### src/rtl/pio_pkg.sv
package pio_pkg;
  localparam int PORT_W = 8;
  localparam int NIB_W  = PORT_W / 2;
  localparam int GRP_W  = 3 * PORT_W;

  // byte offsets inside a group window
  localparam logic [1:0] OFF_A   = 2'd0;
  localparam logic [1:0] OFF_B   = 2'd1;
  localparam logic [1:0] OFF_C   = 2'd2;
  localparam logic [1:0] OFF_CFG = 2'd3;

  // control byte bit positions
  localparam int CB_MODE = 7;
  localparam int CB_A    = 4;
  localparam int CB_CU   = 3;
  localparam int CB_B    = 1;
  localparam int CB_CL   = 0;

  // direction state, 1 = input
  typedef struct packed {
    logic a_in;
    logic cu_in;
    logic b_in;
    logic cl_in;
  } sect_dir_t;

  localparam sect_dir_t DIR_ALL_IN = '{a_in: 1'b1, cu_in: 1'b1, b_in: 1'b1, cl_in: 1'b1};
endpackage

### src/rtl/pio_sync.sv
module pio_sync #(
  parameter int WIDTH = 24
) (
  input  logic             clk,
  input  logic             rst_n,
  input  logic [WIDTH-1:0] d_in,
  output logic [WIDTH-1:0] d_sync
);
  logic [WIDTH-1:0] stg1_q, stg2_q;

  always_ff @(posedge clk or negedge rst_n) begin
    if (!rst_n) begin
      stg1_q <= '0;
      stg2_q <= '0;
    end else begin
      stg1_q <= d_in;
      stg2_q <= stg1_q;
    end
  end

  assign d_sync = stg2_q;
endmodule

### src/rtl/pio_group.sv
module pio_group
  import pio_pkg::*;
(
  input  logic              clk,
  input  logic              rst_n,
  input  logic              sel,
  input  logic [1:0]        off,
  input  logic              wr,
  input  logic [PORT_W-1:0] wdata,
  output logic [PORT_W-1:0] rdata,
  input  logic [GRP_W-1:0]  pin_in,
  output logic [GRP_W-1:0]  pin_out,
  output logic [GRP_W-1:0]  pin_oe
);
  sect_dir_t         dir_q, dir_d;
  logic [PORT_W-1:0] lat_a_q, lat_a_d;
  logic [PORT_W-1:0] lat_b_q, lat_b_d;
  logic [PORT_W-1:0] lat_c_q, lat_c_d;
  logic [GRP_W-1:0]  pin_s;
  logic              wr_cfg, wr_mode, wr_a, wr_b, wr_c;

  pio_sync #(.WIDTH(GRP_W)) u_sync (
    .clk    (clk),
    .rst_n  (rst_n),
    .d_in   (pin_in),
    .d_sync (pin_s)
  );

  assign wr_a    = sel & wr & (off == OFF_A);
  assign wr_b    = sel & wr & (off == OFF_B);
  assign wr_c    = sel & wr & (off == OFF_C);
  assign wr_cfg  = sel & wr & (off == OFF_CFG);
  assign wr_mode = wr_cfg & wdata[CB_MODE];

  always_comb begin
    dir_d   = dir_q;
    lat_a_d = lat_a_q;
    lat_b_d = lat_b_q;
    lat_c_d = lat_c_q;
    if (wr_mode) begin
      dir_d.a_in  = wdata[CB_A];
      dir_d.cu_in = wdata[CB_CU];
      dir_d.b_in  = wdata[CB_B];
      dir_d.cl_in = wdata[CB_CL];
      lat_a_d     = '0;
      lat_b_d     = '0;
      lat_c_d     = '0;
    end else begin
      if (wr_a) lat_a_d = wdata;
      if (wr_b) lat_b_d = wdata;
      if (wr_c) lat_c_d = wdata;
    end
  end

  always_ff @(posedge clk or negedge rst_n) begin
    if (!rst_n) begin
      dir_q   <= DIR_ALL_IN;
      lat_a_q <= '0;
      lat_b_q <= '0;
      lat_c_q <= '0;
    end else begin
      dir_q   <= dir_d;
      lat_a_q <= lat_a_d;
      lat_b_q <= lat_b_d;
      lat_c_q <= lat_c_d;
    end
  end

  // pin side
  assign pin_out = {lat_c_q, lat_b_q, lat_a_q};
  assign pin_oe  = { {NIB_W{~dir_q.cu_in}}, {NIB_W{~dir_q.cl_in}},
                     {PORT_W{~dir_q.b_in}}, {PORT_W{~dir_q.a_in}} };

  // read side
  always_comb begin
    unique case (off)
      OFF_A:   rdata = dir_q.a_in ? pin_s[PORT_W-1:0] : lat_a_q;
      OFF_B:   rdata = dir_q.b_in ? pin_s[2*PORT_W-1:PORT_W] : lat_b_q;
      OFF_C:   rdata = { dir_q.cu_in ? pin_s[GRP_W-1:GRP_W-NIB_W] : lat_c_q[PORT_W-1:NIB_W],
                         dir_q.cl_in ? pin_s[2*PORT_W+NIB_W-1:2*PORT_W] : lat_c_q[NIB_W-1:0] };
      default: rdata = {1'b1, 2'b00, dir_q.a_in, dir_q.cu_in, 1'b0, dir_q.b_in, dir_q.cl_in};
    endcase
  end

  // a mode write lands in the direction state on the next edge
  p_cfg_apply_r3: assert property (@(posedge clk) disable iff (!rst_n)
    wr_mode |=> (dir_q == {$past(wdata[CB_A]), $past(wdata[CB_CU]),
                           $past(wdata[CB_B]), $past(wdata[CB_CL])}));

  // a control write without the mode flag changes nothing
  p_cfg_ignored_r4: assert property (@(posedge clk) disable iff (!rst_n)
    (wr_cfg && !wdata[CB_MODE]) |=> ($stable(dir_q) && $stable(pin_out)));

  // a mode write zeroes every latch of the group
  p_latch_clear_r5: assert property (@(posedge clk) disable iff (!rst_n)
    wr_mode |=> (pin_out == '0));

  // latches hold while the group is not written
  p_latch_hold_r6: assert property (@(posedge clk) disable iff (!rst_n)
    !(sel && wr) |=> $stable(pin_out) && $stable(dir_q));
endmodule

### src/rtl/pio4_bank.sv
module pio4_bank
  import pio_pkg::*;
#(
  parameter int N_GRP  = 4,
  localparam int GSEL_W = $clog2(N_GRP),
  localparam int ADDR_W = GSEL_W + 2,
  localparam int PINS   = N_GRP * GRP_W
) (
  input  logic              clk,
  input  logic              rst_n,
  input  logic [ADDR_W-1:0] bus_addr,
  input  logic              bus_wr,
  input  logic [PORT_W-1:0] bus_wdata,
  output logic [PORT_W-1:0] bus_rdata,
  input  logic [PINS-1:0]   pin_in,
  output logic [PINS-1:0]   pin_out,
  output logic [PINS-1:0]   pin_oe
);
  logic [PORT_W-1:0] grp_rdata [N_GRP];
  logic [GSEL_W-1:0] grp_idx;

  assign grp_idx = bus_addr[ADDR_W-1:2];

  for (genvar g = 0; g < N_GRP; g++) begin : g_grp
    pio_group u_grp (
      .clk     (clk),
      .rst_n   (rst_n),
      .sel     (grp_idx == GSEL_W'(g)),
      .off     (bus_addr[1:0]),
      .wr      (bus_wr),
      .wdata   (bus_wdata),
      .rdata   (grp_rdata[g]),
      .pin_in  (pin_in[g*GRP_W +: GRP_W]),
      .pin_out (pin_out[g*GRP_W +: GRP_W]),
      .pin_oe  (pin_oe[g*GRP_W +: GRP_W])
    );
  end

  assign bus_rdata = grp_rdata[grp_idx];
endmodule

### config.mk
export PLATFORM = sky130hd
export DESIGN_NAME = pio4_bank
export DESIGN_NICKNAME = d
export VERILOG_FILES = /design/src/rtl/pio_pkg.sv /design/src/rtl/pio_sync.sv /design/src/rtl/pio_group.sv /design/src/rtl/pio4_bank.sv
export SDC_FILE = /design/constraint.sdc
export NUM_CORES = 1
export LEC_CHECK = 0
export ABC_CLOCK_PERIOD_IN_PS = 2300
export BUFFER_PORTS_ARGS = -buffer_cell sky130_fd_sc_hd__buf_2
export CORE_MARGIN = 4
export CORE_UTILIZATION = 40
export DETAILED_ROUTE_END_ITERATION = 6
export GPL_TIMING_DRIVEN = 1
export PLACE_DENSITY = 0.63
export SETUP_SLACK_MARGIN = 0.5
export SYNTH_ARGS = -nofsm -noshare
export SYNTH_HDL_FRONTEND = slang
export SYNTH_SLANG_ARGS = --single-unit
### constraint.sdc
create_clock -name clk -period 2.3 [get_ports clk]
set_input_delay 0.345 -clock clk [delete_from_list [all_inputs] [get_ports clk]]
set_output_delay 0.345 -clock clk [all_outputs]
set_load 0.01 [all_outputs]
# == Word level (Yosys, flattened, before mapping) ==
# Index checks and enable logic that the tools add are counted.
# Widths: inputs -> output; s select.
# word_totals
regBits,304
out_inout_bits,200
# classes
muxes,47
eq_ne,6
n_reduce_logical,14
order_cmp,1
n_bitwise,41
# op_table
op,count
$mux 8,34
$pmux 8 s3,4
$mux 4,8
$and 1x1->1,24
$reduce_bool 2->1,12
$bmux 8 s2,1
$not 1->1,16
$eq 2x2->1 const B,4
$eq 2x1->1 const B,2
$logic_not 2->1,2
$ge 3x3->1 const B,1
$not 2->3,1

# == Longest topological paths before layout ==
# Gate-level depths: netlist of the first run.
# logic_depth
ltp_word,5
mapped_depth,7

# == Hierarchy ==
# Synthesis of the first run repeated with hierarchy kept, for this count alone.
# hier_totals
hier_cells,962
area_unflattened_um2,12234.2
# by_module_without_submodules
module,cells_per_inst,area_per_inst_um2,n_inst,seq_area_each_um2
pio_group,189,1800.5,4,705.7
pio_sync,48,1201.2,4,1201.2
pio4_bank,14,227.7,1,0.0

# == Worst setup path after synthesis of the first run ==
# OpenSTA, ideal clock, no wires.
# synth_path
path_kind,flip-flop to output port
from,register g_grp[3].u_grp.dir_q[0] (netlist name)
to,output port bus_rdata[3]
stages_incl_launch_ff,7
slack_ns,0.370
n_path_buf,1
required_time_ns,1.955
t_arrival_ns,1.585
cell_sequence,dfstp_2 -> clkbuf_1 -> mux2_2 -> o21ai_0 -> o221ai_1 -> o211ai_1 -> nand4_1
# synth_via
elab_chain_cells,5
# synth_lines
element,line,text
start: declaration,pio_group.sv:15,"sect_dir_t dir_q, dir_d;"
start signal: assignment,pio_group.sv:62,dir_q <= dir_d;
$mux 4,pio_group.sv:80,dir_q.cl_in ? pin_s[2*PORT_W+NIB_W-1:2*PORT_W] : lat_c_q[NIB_W-1:0] };
$pmux 8 s3,pio_group.sv:76,unique case (off)
$bmux 8 s2,pio4_bank.sv:39,assign bus_rdata = grp_rdata[grp_idx];
$mux 8 (implied by the code) (2 in a row),pio4_bank.sv:39,
end: declaration,pio4_bank.sv:14,"output logic [PORT_W-1:0] bus_rdata,"
# No other way between the ends. The select of a mux whose other input is x is not followed.

# == Worst setup path in the final report of the first run ==
# layout_path
from,register g_grp[3].u_grp.dir_q[1] (netlist name)
to,output port bus_rdata[3]
# layout_via
elab_chain_cells,5
# layout_lines
element,line,text
$mux 8,pio_group.sv:78,OFF_B: rdata = dir_q.b_in ? pin_s[2*PORT_W-1:PORT_W] : lat_b_q;
$pmux 8 s3,pio_group.sv:76,
$bmux 8 s2,pio4_bank.sv:39,
$mux 8 (implied by the code) (2 in a row),pio4_bank.sv:39,
# No other way between the ends. The select of a mux whose other input is x is not followed.

==> results of run 1 <==
-- routing by layer --
layer  GRT usage (%)  wire length [µm]  up-vias
li1                -                 -     4102
met1            31.7             16100     4499
met2            38.0             18800      411
met3            5.11              2960       78
met4            6.61              1120        2
met5               0                13        -
-- cells in the mapped netlist (2+ instances only) --
master and number:
inv_1 20, buf_4 80, nor3_4 2, mux2_2 9, nor2b_1 4, o21ai_1 6
nand3_1 8, o211ai_1 7, a21oi_1 74, nand2_1 131, nand4_1 5, o22ai_1 22
dfstp_2 16, o32ai_1 3, nand2b_1 4, buf_2 22, nor2_1 58, dfrtp_1 288
clkbuf_1 35, mux2i_1 102, a22o_1 12, a211oi_1 2, nor3_2 2, nand2_2 2
o21ai_0 35, nor2_4 4, o221a_2 4, nor2_2 6, o221ai_1 19
-- per-stage QoR --
step,setup TNS [ns],instance area (µm²),hold WS [ns]
finish,-2.71,16700,0.225
global route,-3.20,16700,0.221
CTS,-2.64,16300,0.201
detailed placement,0,13500,0.335
global placement,0,13500,0.332
floorplan,0,11800,0.0494
-- logic make-up after synthesis --
family	count (synthesis)
buffers and inverters	158
AND/OR/NAND/NOR	229
flip-flops	304
multiplexers	111
AO/OA/AOI/OAI	186
-- area by class of cell --
class,count,share of cell area [%]
antenna,1,0.0150
inverter,20,0.770
clock buffer,42,5.06
clock inverter,16,1.04
timing repair buffer,506,23.6
multi-input combinational,526,20.8
timing repair inverter,6,0.269
sequential,304,45.6
tap,384,2.87
-- flip-flops by register name (all words and copies together), names as in the netlist --
register and count:
g_grp.u_grp.lat_a_q 32, g_grp.u_grp.dir_q 16, g_grp.u_grp.lat_b_q 32, g_grp.u_grp.lat_c_q 32, g_grp.u_grp.u_sync.d_sync 96, g_grp.u_grp.u_sync.stg1_q 96
-- layout by cell type, fill, tap and decap left out, types with 5 or more instances in the layout --
master,count
nand2_1,131
nor2_2,8
mux2i_1,90
nand4_1,5
buf_2,237
dfrtp_1,288
mux2i_2,8
buf_4,68
buf_6,90
o221ai_1,13
mux2_4,6
nand3_1,8
inv_1,5
clkbuf_16,31
o221ai_2,6
nor2_1,56
clkinv_2,8
a21oi_1,67
o211ai_1,7
clkinvlp_4,13
dfstp_2,16
buf_12,11
inv_4,5
o21ai_1,11
o21ai_0,27
clkbuf_1,8
a22o_1,12
o22ai_1,19
dlygate4sd3_1,97
a21oi_2,7
-- power breakdown --
part | total [mW] | switching (mW) | internal (mW)
registers | 6.50 | 0.532 | 5.97
clock network | 5.00 | 2.08 | 2.93
logic | 4.24 | 2.11 | 2.13
-- tightest hold or removal path, cell delays in order --
cell,delay [ns]
buf_2,0.23
nand2_1,0.11
a21oi_1,0.06
-- how the worst max path moves through the flow --
stage | slack, ns | startpoint | to
floorplan | 0.46 | g_grp[3].u_grp.dir_q[0] | bus_rdata[3]
global placement | 0.02 | bus_addr[0] | bus_rdata[2]
detailed placement | 0.007 | bus_addr[0] | bus_rdata[2]
CTS | -0.37 | g_grp[3].u_grp.dir_q[0] | bus_rdata[3]
global route | -0.43 | g_grp[3].u_grp.dir_q[3] | bus_rdata[0]
finish | -0.40 | g_grp[3].u_grp.dir_q[1] | bus_rdata[3]
-- timing repair --
action,4_1_cts,5_1_grt
hold buffers,97,0
endpoints found under the hold margin,156,0
pin swaps,17,4
resized for setup,130,52
endpoints found under the setup margin,104,104
cloned,3,3
buffers inserted,23,26
==> summary by stage, run 1 <==
Power
IR analysis of the VDD net gives a maximum drop of 0.000691 V. The design draws between 15 and 20 mW. The total power per unit cell area is 941 mW/mm². The leakage power figure is roughly 7.9 nW.

Yosys
Yosys printed 0 warnings. Counting flops and latches in the post-synthesis netlist gives 304. The share of synthesized registers carrying an async set or reset is 100%.

The share of the synthesized area in compound gates (AO/OA/AOI/OAI) is 9.66%. The post-synthesis area per instance is approximately 12 µm². The count of cell types in the netlist is 35. Sequential cells were found to cover between 60% and 70% of the synthesized design area. The synthesized design devotes to its leading area cell type 61.0% of total area.

The net count after synthesis is approximately 1100. Ranked by total cell area, the synthesized netlist is headed by dfrtp_1 61%, mux2i_1 8.6%, buf_4 5.1%, nand2_1 4.2%, dfstp_2 3.6%. The largest total area in the synthesized netlist belongs to dfrtp_1. The post-synthesis adder-cell area fraction is 0%.

The multiplexer share of the synthesized area is 9.50%. By area, the combinational part of the netlist is dominated by compound AO/OA/AOI/OAI gates. The synthesized-area fraction occupied by xor and xnor cells is 0%. Summing the areas of all and, or, nand and nor instances in the mapped netlist gives 8.45% of the synthesized area.

Among all flip-flop cells after synthesis, the most frequent one is dfrtp_1. The number of flops mapped to enable cells by yosys is 0. Summing every instance area after synthesis gives approximately 0.012 mm².

The synthesized netlist cell count is 988.

Detailed routing
The routed length per instance is between 20 and 25 µm. After detailed routing, the number of vias per cell comes to 5.04. The detailed router finished its first iteration with roughly 730 violations.

The count of nets left with antenna violations once routing finished came out at 0. For this run, the detailed router's first-pass iteration total came to 5. After detailed routing, the number of remaining DRC violations is 0.

The routed design has a little under 40000 µm of wire. The routed layout has 9092 vias.

Clock network
The clock insertion delay at the later pin of the skew report is 0.56 ns. TritonCTS built the clock tree. Clock tree synthesis found a total of 304 sinks.

The cell chosen for the clock root is clkbuf_16. The number of buffers created by CTS is 31. Clock-pin slew was measured on the worst setup and hold paths at 0.06 ns. CTS built an H-tree with a depth of 1. The clock passes through at most 3 buffers.

Global routing
The largest net degree at the start of global routing is 76. The number of global-route vias before repair was about 9400. The initial antenna violation count came to 1. The wire length of the first global-routing pass is 58200 µm.

Global routing used 23.3% of the available tracks across all layers. Summed over all layers, the global routing overflow is 0.

Outcome
The checks that failed: negative setup slack. The run finished, with violations left.

Setup path
The largest stage delay on the critical path is 0.58 ns. The startpoint type of the worst setup path is a flip-flop. The critical path buffer and inverter count is 2.

For the worst setup path, the data required time is roughly 2.0 ns. The critical path goes through buf_4 -> mux2i_2 -> o221ai_1 -> o211ai_1 -> nand4_1 -> buf_2. The worst register-to-register path begins at g_grp[0].u_grp.dir_q[3]. The endpoint kind of the worst setup timing path is a primary output. The path type of the worst setup path is flip-flop to primary output. The setup slack on the worst flop-to-flop path is 0.68 ns. Of all nets on the critical path, the largest fanout is 4. In this run the number of cells on the critical path is 6. The number of cells on the worst reg-to-reg path is 7. The slowest stage of the critical path belongs to the cell dfstp_2. The endpoint identified for the worst register-to-register timing path is g_grp[0].u_grp.dir_q[3]. Grouping stages by cell kind, the critical path spends the most delay in flip-flops. The data arrival time of the worst path is 2.36 ns.

Placement
The post-placement cell count is 1594. The post-detailed-placement half-perimeter wirelength is 26300 µm. The last weighted congestion value of the routability-driven placer is 0.903.

The port buffer count is 310. Before CTS, the worst setup slack after placement is ~0.007 ns.

Floorplan
The die is between 150 and 200 µm tall. just over 300 I/O pins were placed. The number of standard-cell rows in the floorplan is 62.

After floorplanning, the core was sized to cover 0.0289 mm². From left edge to right edge, the die measures 180 µm. The initial utilization of the core area, before any placement, comes to 40.8%.

The overall die area is 0.0323 mm².

Final layout
The area of the multi-input gates is 0.00348 mm². After filler insertion, the fill cell instance count of the layout stands at ~2400. The sequential cells in the finished layout cover a total of between 0.007 and 0.008 mm². The layout-stage area growth over the synthesis result is 41.7%. Excluding fillers, the count of instances in the completed layout stands at 1805.

The final net count is about 1500. The final standard cell utilization of the core is 57.8%. The share of cells above drive strength 1 is approximately two fifths.

STA
Setup violations remaining at the end of the flow were counted as 8. Across all setup checks in the final design, the least slack found is -0.405 ns. Of the available clock period, the critical path in the final layout requires 118%. Counting I/O delays and the setup requirement, the final critical path takes between 2 and 3 ns.

Setup repair after global routing could not meet its margin everywhere. The final-report hold violation count is 0. The transition time at the pin with the least slew margin is 0.653 ns. Based on the critical path, the design can be clocked at up to 370 MHz.

In this run the tightest slew margin relative to its limit is a little under three fifths. The total count of max-transition violations in the final report is 0. On the final layout, the worst clock skew is ~0.0073 ns.

Min path
The worst hold path passes through 3 cells. The class of the worst hold path is input port to flip-flop. The startpoint identified for the worst hold timing path is bus_wdata[6].

The worst hold path terminates at g_grp[2].u_grp.lat_a_q[6].

Job
The tool flagged a number of max-cap violations equal to 0.
Power figures use the tool's default switching activity.
==> inputs of run 2 (changes only) <==
--- a/config.mk
+++ b/config.mk
@@ -6,7 +6,7 @@
 export NUM_CORES = 1
 export LEC_CHECK = 0
 export ABC_CLOCK_PERIOD_IN_PS = 2300
-export BUFFER_PORTS_ARGS = -buffer_cell sky130_fd_sc_hd__buf_2
+export BUFFER_PORTS_ARGS = -buffer_cell sky130_fd_sc_hd__buf_4
 export CORE_MARGIN = 4
 export CORE_UTILIZATION = 40
 export DETAILED_ROUTE_END_ITERATION = 6
==> run 2 against run 1 <==
The flow finishes with violations (design-rule violations, negative setup slack). Cell area rose by 3.6%. Clock skew fell by 0.0030 ns. Worst setup slack improved by 0.0030 ns. Highest routed layer unchanged.
==> summary by stage, run 2 (synthesis gave the netlist of run 1 again) <==
Detailed routing
The remaining design rule violation count is 1 (+1). The number of iterations in the first detailed-routing pass came to 7 (+2). The count of nets left with antenna violations after detail routing is 0 (unchanged).

The post-detailed-route via-to-cell ratio is 5.10 (+1.2%). The number of vias in the routed layout is 9133 (+0.45%). The first-iteration detailed-routing DRC count came to 838 (+15%). The routed wire length is 39000 µm (about the same).

The routed length per instance is 21.8 µm (+0.72%).

STA
The smallest hold slack is 0.155 ns (-0.0697 ns). The worst clock skew is 0.00432 ns (-0.00302 ns). The total count of max-transition violations in the final report is 0 (unchanged).

The highest attainable clock frequency came to 370 MHz (+0.11%). The final setup slack of the worst path is -0.401 ns (+0.00300 ns). The transition time at the pin with the least slew margin was 0.597 ns (-0.0561 ns). The minimum clock period after layout came to 2.70 ns (-0.00300 ns). The final clock period utilization by the worst path was 117% (-0.13 points). The final-report hold violation count is 0 (unchanged). The worst slew margin relative to its limit is 60.2% (+3.7 points). Setup repair after global routing could not meet its margin everywhere. The number of failing setup endpoints in the final timing report is 8 (unchanged).

Outcome
The flow ran to the end, but the final reports show violations. The final reports fail on design-rule violations, negative setup slack.

Power
The net switching fraction of the power is 29.4% (-0.52 points). The share of power burned in combinational logic is 28.2% (+1.3 points). The portion of total power attributed to sequential cells came to 40.2% (-1.1 points). The leakage power figure is 7.99 nW (+1.3%).

The net switching component of the power was 4.77 mW (+1.1%). The overall power of the completed layout came to 16.2 mW (+2.9%). The internal portion of total power was 11.4 mW (+3.7%). The share of power burned in the clock network was 31.7% (about the same). The total power per unit cell area came to 935 mW/mm² (-0.64%). The maximum vdd ir drop is 0.000623 V (-9.9%).

Setup path
The endpoint kind of the worst setup timing path is a primary output. The data arrival time of the worst path came to 2.36 ns (about the same). The critical path's slowest cell is dfstp_2. The startpoint identified for the worst register-to-register timing path is g_grp[3].u_grp.dir_q[1]. The family of cells with the greatest summed delay on the critical path is flip-flops. By instance count, the cell type seen most on the critical path is buf_4.

The worst setup path is of the flip-flop to primary output kind. The critical path buffer and inverter count came to 2 (unchanged). The largest stage delay on the critical path is 0.58 ns (about the same). The launching element of the worst setup path is g_grp[3].u_grp.dir_q[1].

The worst setup path is launched from a flip-flop. The largest fanout on the critical path is 4 (unchanged). The required time of the worst setup path is 1.96 ns (about the same). The signal on the critical path passes through mux2i_2 -> o22ai_1 -> o221ai_1 -> buf_4 -> nand4_1 -> buf_4.

Placement
The port buffer count is 310 (unchanged). The last weighted congestion value of the routability-driven placer was 0.904 (+0.14%). The post-detailed-placement half-perimeter wirelength is 26700 µm (+1.5%).

Clock network
The CTS sink count is 304 (unchanged). The cell chosen for the clock root is clkbuf_16. The clock insertion delay at the later pin of the skew report is 0.55 ns (about the same). The clock-pin slew reported for the worst setup and hold paths after clock tree synthesis was 0.06 ns (about the same). The CTS tree is done. The number of buffers created by CTS is 31 (unchanged). The deepest clock path buffer count is 3 (unchanged). The number of H-tree branching levels is 1 (unchanged).

Final layout
The top cell types in the final layout, fill and taps aside, are 293 x buf_4, 288 x dfrtp_1, 131 x nand2_1. The share of cells above drive strength 1 came to 39.7% (+0.081 points). The area of the multi-input gates is 0.00352 mm² (+1.0%). The number of filler cells placed in the layout came to 2293 (-3.0%). The antenna cell count was 0 (-1). The area of all sequential standard cells is 0.00763 mm² (unchanged). Leaving out fill and tap cells, the most frequent cell in the layout is buf_4.

The layout-stage area growth over the synthesis result is 46.7%. The final net count is 1495 (-0.73%).

Floorplan
The overall die area is 0.0323 mm² (unchanged). The number of standard-cell rows in the floorplan came to 62 (unchanged). The starting density of the core is 40.8% (unchanged). The horizontal die dimension is 180 µm (unchanged).

The number of placed I/O pins is 311 (unchanged). The area of the core is 0.0289 mm² (unchanged). The die extent in y is 180 µm (unchanged).

Global routing
The overall fraction of global-route tracks in use is 23.3% (about the same). The global-route congestion overflow total is 0 (unchanged). The number of global-route vias before repair is 9404 (+0.096%).

The initial antenna violation count is 1 (unchanged). The wire length of the first global-routing pass came to 58300 µm (+0.21%). The largest net degree at the start of global routing was 72 (-5.3%).

Min path
The class of the worst hold path is input port to flip-flop. The worst hold path begins at bus_wdata[3].

Job
The number of max-capacitance violations reported came to 0 (unchanged).
==> run 2: metal layers <==
layer | share of wire [%] | up-vias | global-route usage, %
met1 | 42 | 4557 | 31.3
li1 | - | 4091 | -
met2 | 47 | 421 | 37.8
met3 | 8.2 | 62 | 5.72
met4 | 2.7 | 2 | 6.74
met5 | 0.051 | - | 0
==> run 2: final cells by class <==
cell class	count	share of cell area, %
Clock buffer	41	4.92
Tap cell	384	2.77
Timing Repair inverter	2	0.0866
Multi-Input combinational cell	526	20.3
Timing Repair Buffer	499	26.0
Inverter	20	0.845
Sequential cell	304	44.0
Clock inverter	15	1.09
==> run 2: timing repair <==
action                                  in CTS  in global routing
hold buffers                                97                  0
endpoints found under the setup margin     104                128
pin swaps                                   10                 10
hold endpoints to repair                   156                  0
cloned                                       2                  0
gates resized for setup                    147                 47
setup buffers                               37                 11
==> run 2: worst min-delay path: cells and delay by family <==
kind	cells	cell delay, ns
AO/OA/AOI/OAI	1	0.06
AND/OR/NAND/NOR	1	0.09
buffers and inverters	1	0.21
==> run 2: power groups by stage <==
stage / logic, mW / clock network, mW / registers [mW]
after floorplan: 1.90 / 0 / 6.48
after global placement: 3.47 / 0 / 6.61
after detailed placement: 3.50 / 0 / 6.61
after CTS: 4.37 / 5.19 / 6.50
after global routing: 4.84 / 5.42 / 6.58
final: 4.56 / 5.13 / 6.51
==> run 2: worst paths after layout <==
check	end	slack, ns	cells past startpoint
worst max-delay path	bus_rdata[0]	-0.40	6
worst min-delay path	g_grp[1].u_grp.dir_q[2]	0.16	3
worst max register to register	g_grp[3].u_grp.dir_q[1]	0.83	6
worst min register to register	g_grp[1].u_grp.u_sync.d_sync[18]	0.34	0
max in group asynchronous	g_grp[3].u_grp.dir_q[2]	1.15	3
min in group asynchronous	g_grp[1].u_grp.lat_b_q[2]	0.34	2
==> run 2: stage by stage <==
step           setup TNS [ns]  setup WS [ns]  cells  area, µm²  util [%]
3_3_place_gp                0        0.00657   1588      14200      49.2
2_1_floorplan               0          0.464    988      11800         -
6_report                -2.69         -0.401   1791      17300      59.9
4_1_cts                 -2.72         -0.406   1780      17100      59.0
5_1_grt                 -3.20         -0.458   1791      17300      59.9
3_5_place_dp          -0.0100        -0.0100   1588      14200      49.2
==> inputs of run 3 (changes only) <==
--- a/config.mk
+++ b/config.mk
@@ -5,6 +5,7 @@
 export SDC_FILE = /design/constraint.sdc
 export NUM_CORES = 1
 export LEC_CHECK = 0
+export ABC_AREA = 1
 export ABC_CLOCK_PERIOD_IN_PS = 2300
 export BUFFER_PORTS_ARGS = -buffer_cell sky130_fd_sc_hd__buf_4
 export CORE_MARGIN = 4
==> run 3 against run 2 <==
Worst hold slack got worse by 0.077 ns. Area after synthesis is 2.4% higher. Via count is 8.9% higher. Combinational power shrank 2%. The flow finishes with violations (negative setup slack).
==> summary by stage, run 3 <==
Clock network
The number of H-tree branching levels is 2 (+1). The number of buffers created by CTS is 34 (+9.7%). The clock insertion delay at the later pin of the skew report came to 0.51 ns (-0.04 ns). The CTS sink count is 304 (unchanged). TritonCTS built the clock tree. The clock-pin slew reported for the worst setup and hold paths after clock tree synthesis is 0.06 ns (about the same). The deepest clock path buffer count is 3 (unchanged). The tree is rooted in a clkbuf_16.

Final layout
The antenna cell count is 0 (unchanged). The area of all placed cells without fillers is 0.0173 mm² (unchanged). The leading cell type in the layout, fill and taps excluded is nand2_1. The number of filler cells placed in the layout is 2541 (+11%). The area growth from synthesis to layout is 43.2%. The area of all sequential standard cells is 0.00763 mm² (unchanged).

In the layout the commonest cells are 359 x nand2_1, 288 x dfrtp_1, 287 x buf_4. The final net count is 1774 (+19%). The share of cells above drive strength 1 is 31.2% (-8.5 points).

The area of the multi-input gates is 0.00321 mm² (-8.7%).

Job
The number of max-capacitance violations reported is 0 (unchanged).

Yosys
The cell taking the most area after synthesis is dfrtp_1. By area the synthesized netlist is led by dfrtp_1 60%, nand2_1 12%, o21ai_0 5.6%, buf_4 5.5%, inv_1 4.3%. The portion of synthesized cell area occupied by the leading cell type is 59.6% (-1.5 points). The post-synthesis area per instance is 9.56 µm² (-20%).

The synthesized netlist cell count is 1266 (+28%). The share of synthesized area occupied by flip-flops and latches is 63.0% (-1.5 points). The share of synthesized registers carrying an async set or reset was 100% (unchanged). The most frequent cell after synthesis is nand2_1. Ranked by instance count, the synthesized netlist is headed by 378 x nand2_1, 288 x dfrtp_1, 140 x inv_1. The total number of yosys warnings was 0 (unchanged). The number of flops mapped to enable cells by yosys is 0 (unchanged). The most used flip-flop cell after synthesis is dfrtp_1. The net count after synthesis is 1377 (+25%). The post-synthesis sequential element count came to 304 (unchanged). The count of cell types in the netlist is 25 (-29%). The post-synthesis cell area was 0.0121 mm² (+2.4%).

Floorplan
The die extent in y is 182 µm (+1.2%). The number of standard-cell rows in the floorplan is 63 (+1.6%). The starting density of the core is 40.7% (-0.10 points). The area of the core is 0.0297 mm² (+2.7%). The overall die area is 0.0331 mm² (+2.3%).

The horizontal die dimension was 182 µm (+1.2%). The number of placed I/O pins is 311 (unchanged).

STA
The worst clock skew was 0.0197 ns (+0.0154 ns). The transition time at the pin with the least slew margin is 0.528 ns (-0.0690 ns). The final setup slack of the worst path is -0.151 ns (+0.250 ns). The worst slew margin relative to its limit was 64.7% (+4.5 points).

Setup repair after global routing could not meet its margin everywhere. The highest attainable clock frequency was 408 MHz (+10%). The final-report hold violation count is 0 (unchanged). The total count of max-transition violations in the final report is 0 (unchanged). The smallest hold slack is 0.0786 ns (-0.0767 ns).

The final clock period utilization by the worst path is 107% (-11 points). The number of failing setup endpoints in the final timing report came to 7 (-1). The minimum clock period after layout was 2.45 ns (-0.250 ns).

Detailed routing
The remaining design rule violation count came to 0 (-1). The number of iterations in the first detailed-routing pass is 6 (-1). The number of vias in the routed layout came to 9950 (+8.9%). The first-iteration detailed-routing DRC count is 717 (-14%). The routed wire length is 37500 µm (-3.7%). The count of nets left with antenna violations after detail routing is 0 (unchanged). The routed length per instance came to 18.1 µm (-17%).

The post-detailed-route via-to-cell ratio is 4.79 (-6.0%).

Global routing
The initial antenna violation count was 0 (-1). The global-route congestion overflow total was 0 (unchanged). The wire length of the first global-routing pass was 57400 µm (-1.5%).

The overall fraction of global-route tracks in use was 22.3% (-0.95 points). The number of global-route vias before repair was 10130 (+7.7%). The largest net degree at the start of global routing is 63 (-13%).

Placement
The instance area after placement came to 0.0144 mm² (+1.3%). The last weighted congestion value of the routability-driven placer is 0.888 (-1.7%). The port buffer count came to 310 (unchanged).

The post-detailed-placement half-perimeter wirelength is 26600 µm (-0.31%).

Power
The total power per unit cell area came to 941 mW/mm² (+0.70%). The leakage power figure is 8.56 nW (+7.2%). The maximum vdd ir drop is 0.000643 V (+3.3%).

Setup path
The critical path's slowest cell is dfstp_2. The logic depth of the worst path, buffers included is 6 (unchanged). In this run the critical register-to-register path is launched from g_grp[1].u_grp.dir_q[1].

The largest stage delay on the critical path was 0.57 ns (about the same). On the critical path the largest part of the delay comes from flip-flops. The worst setup path is of the flip-flop to primary output kind. The capturing point of the worst reg2reg path is g_grp[1].u_grp.dir_q[1]. The worst setup path is launched from a flip-flop. The required time of the worst setup path is 1.96 ns (about the same). The worst setup path is captured at a primary output. The data arrival time of the worst path was 2.11 ns (-0.25 ns). The critical path buffer and inverter count is 2 (unchanged). The worst reg-to-reg path cell count is 4 (-2). The largest fanout on the critical path is 7 (+3). Traced cell by cell, the critical path runs through clkinvlp_4 -> o211ai_1 -> nand3_1 -> nand2_2 -> nand4_1 -> buf_4. The setup slack on the worst flop-to-flop path is 1.25 ns (+0.42 ns).

Min path
The worst hold path belongs to the class input port to flip-flop. In this run the most critical hold path is launched from bus_wdata[0]. The endpoint of the worst hold-timing path is g_grp[0].u_grp.dir_q[0].

The number of cells on the worst hold path is 3 (unchanged).

Outcome
The run finished, with violations left. The checks that failed: negative setup slack.
## run 3: what timing repair did
item,CTS,global route
hold buffers,97,0
endpoints found under the hold margin,125,0
pin swaps,16,20
buffers inserted,26,13
endpoints found under the setup margin,80,92
resized for setup,104,51
gates cloned,0,1
## run 3: cell families (layout without fill, tap and decap cells)
logic type	Yosys count	after routing	synth area share, %
flip-flops	304	304	63.0
AO/OA/AOI/OAI	175	175	7.59
multiplexers	5	5	0.465
buffers and inverters	267	687	11.3
AND/OR/NAND/NOR	515	515	17.6
## run 3: worst max-delay path by stage
stage                       startpoint           end  slack (ns)
2_1_floorplan              bus_addr[1]  bus_rdata[2]        0.54
4_1_cts        g_grp[2].u_grp.dir_q[2]  bus_rdata[5]       -0.16
6_report       g_grp[2].u_grp.dir_q[2]  bus_rdata[6]       -0.15
3_3_place_gp               bus_addr[1]  bus_rdata[2]        0.21
3_5_place_dp               bus_addr[1]  bus_rdata[2]        0.21
5_1_grt        g_grp[2].u_grp.dir_q[2]  bus_rdata[6]       -0.26
## run 3: power breakdown
group	switching, mW	internal, mW	total (mW)
Sequential	0.464	6.06	6.52
Clock	2.13	3.21	5.34
Combinational	2.31	2.15	4.45
Total	4.90	11.4	16.3
## run 3: routing by layer
layer	GRT usage, %	up-vias	part of all wire, %
met2	35.0	439	46
met3	6.07	58	9.2
li1	-	4669	-
met1	30.6	4784	42
met5	0	-	0
met4	6.72	0	2.7
## run 3: layout make-up
cell class                 count  share of cell area [%]
timing repair buffer         479                    24.8
inverter                     149                    3.47
multi-input combinational    695                    18.5
clock buffer                  44                    5.36
sequential                   304                    44.0
clock inverter                15                    1.01
tap                          390                    2.82
## run 3: worst reg2reg max path: stages (launching register included)
cell and delay [ns]:
dfstp_2 0.60, buf_6 0.14, buf_4 0.11, nand2_1 0.04, o21ai_0 0.08
## run 3: through the flow
stage | setup TNS [ns] | util [%] | power (mW) | std cells | setup slack [ns]
final | -0.668 | 58.3 | 16.3 | 2076 | -0.151
after detailed placement | 0 | 48.6 | 10.4 | 1880 | 0.210
after CTS | -0.781 | 57.4 | 16.3 | 2062 | -0.161
after global routing | -1.56 | 58.3 | 17.1 | 2076 | -0.260
after floorplan | 0 | - | 8.45 | 1266 | 0.537
after global placement | 0 | 48.6 | 10.3 | 1880 | 0.212
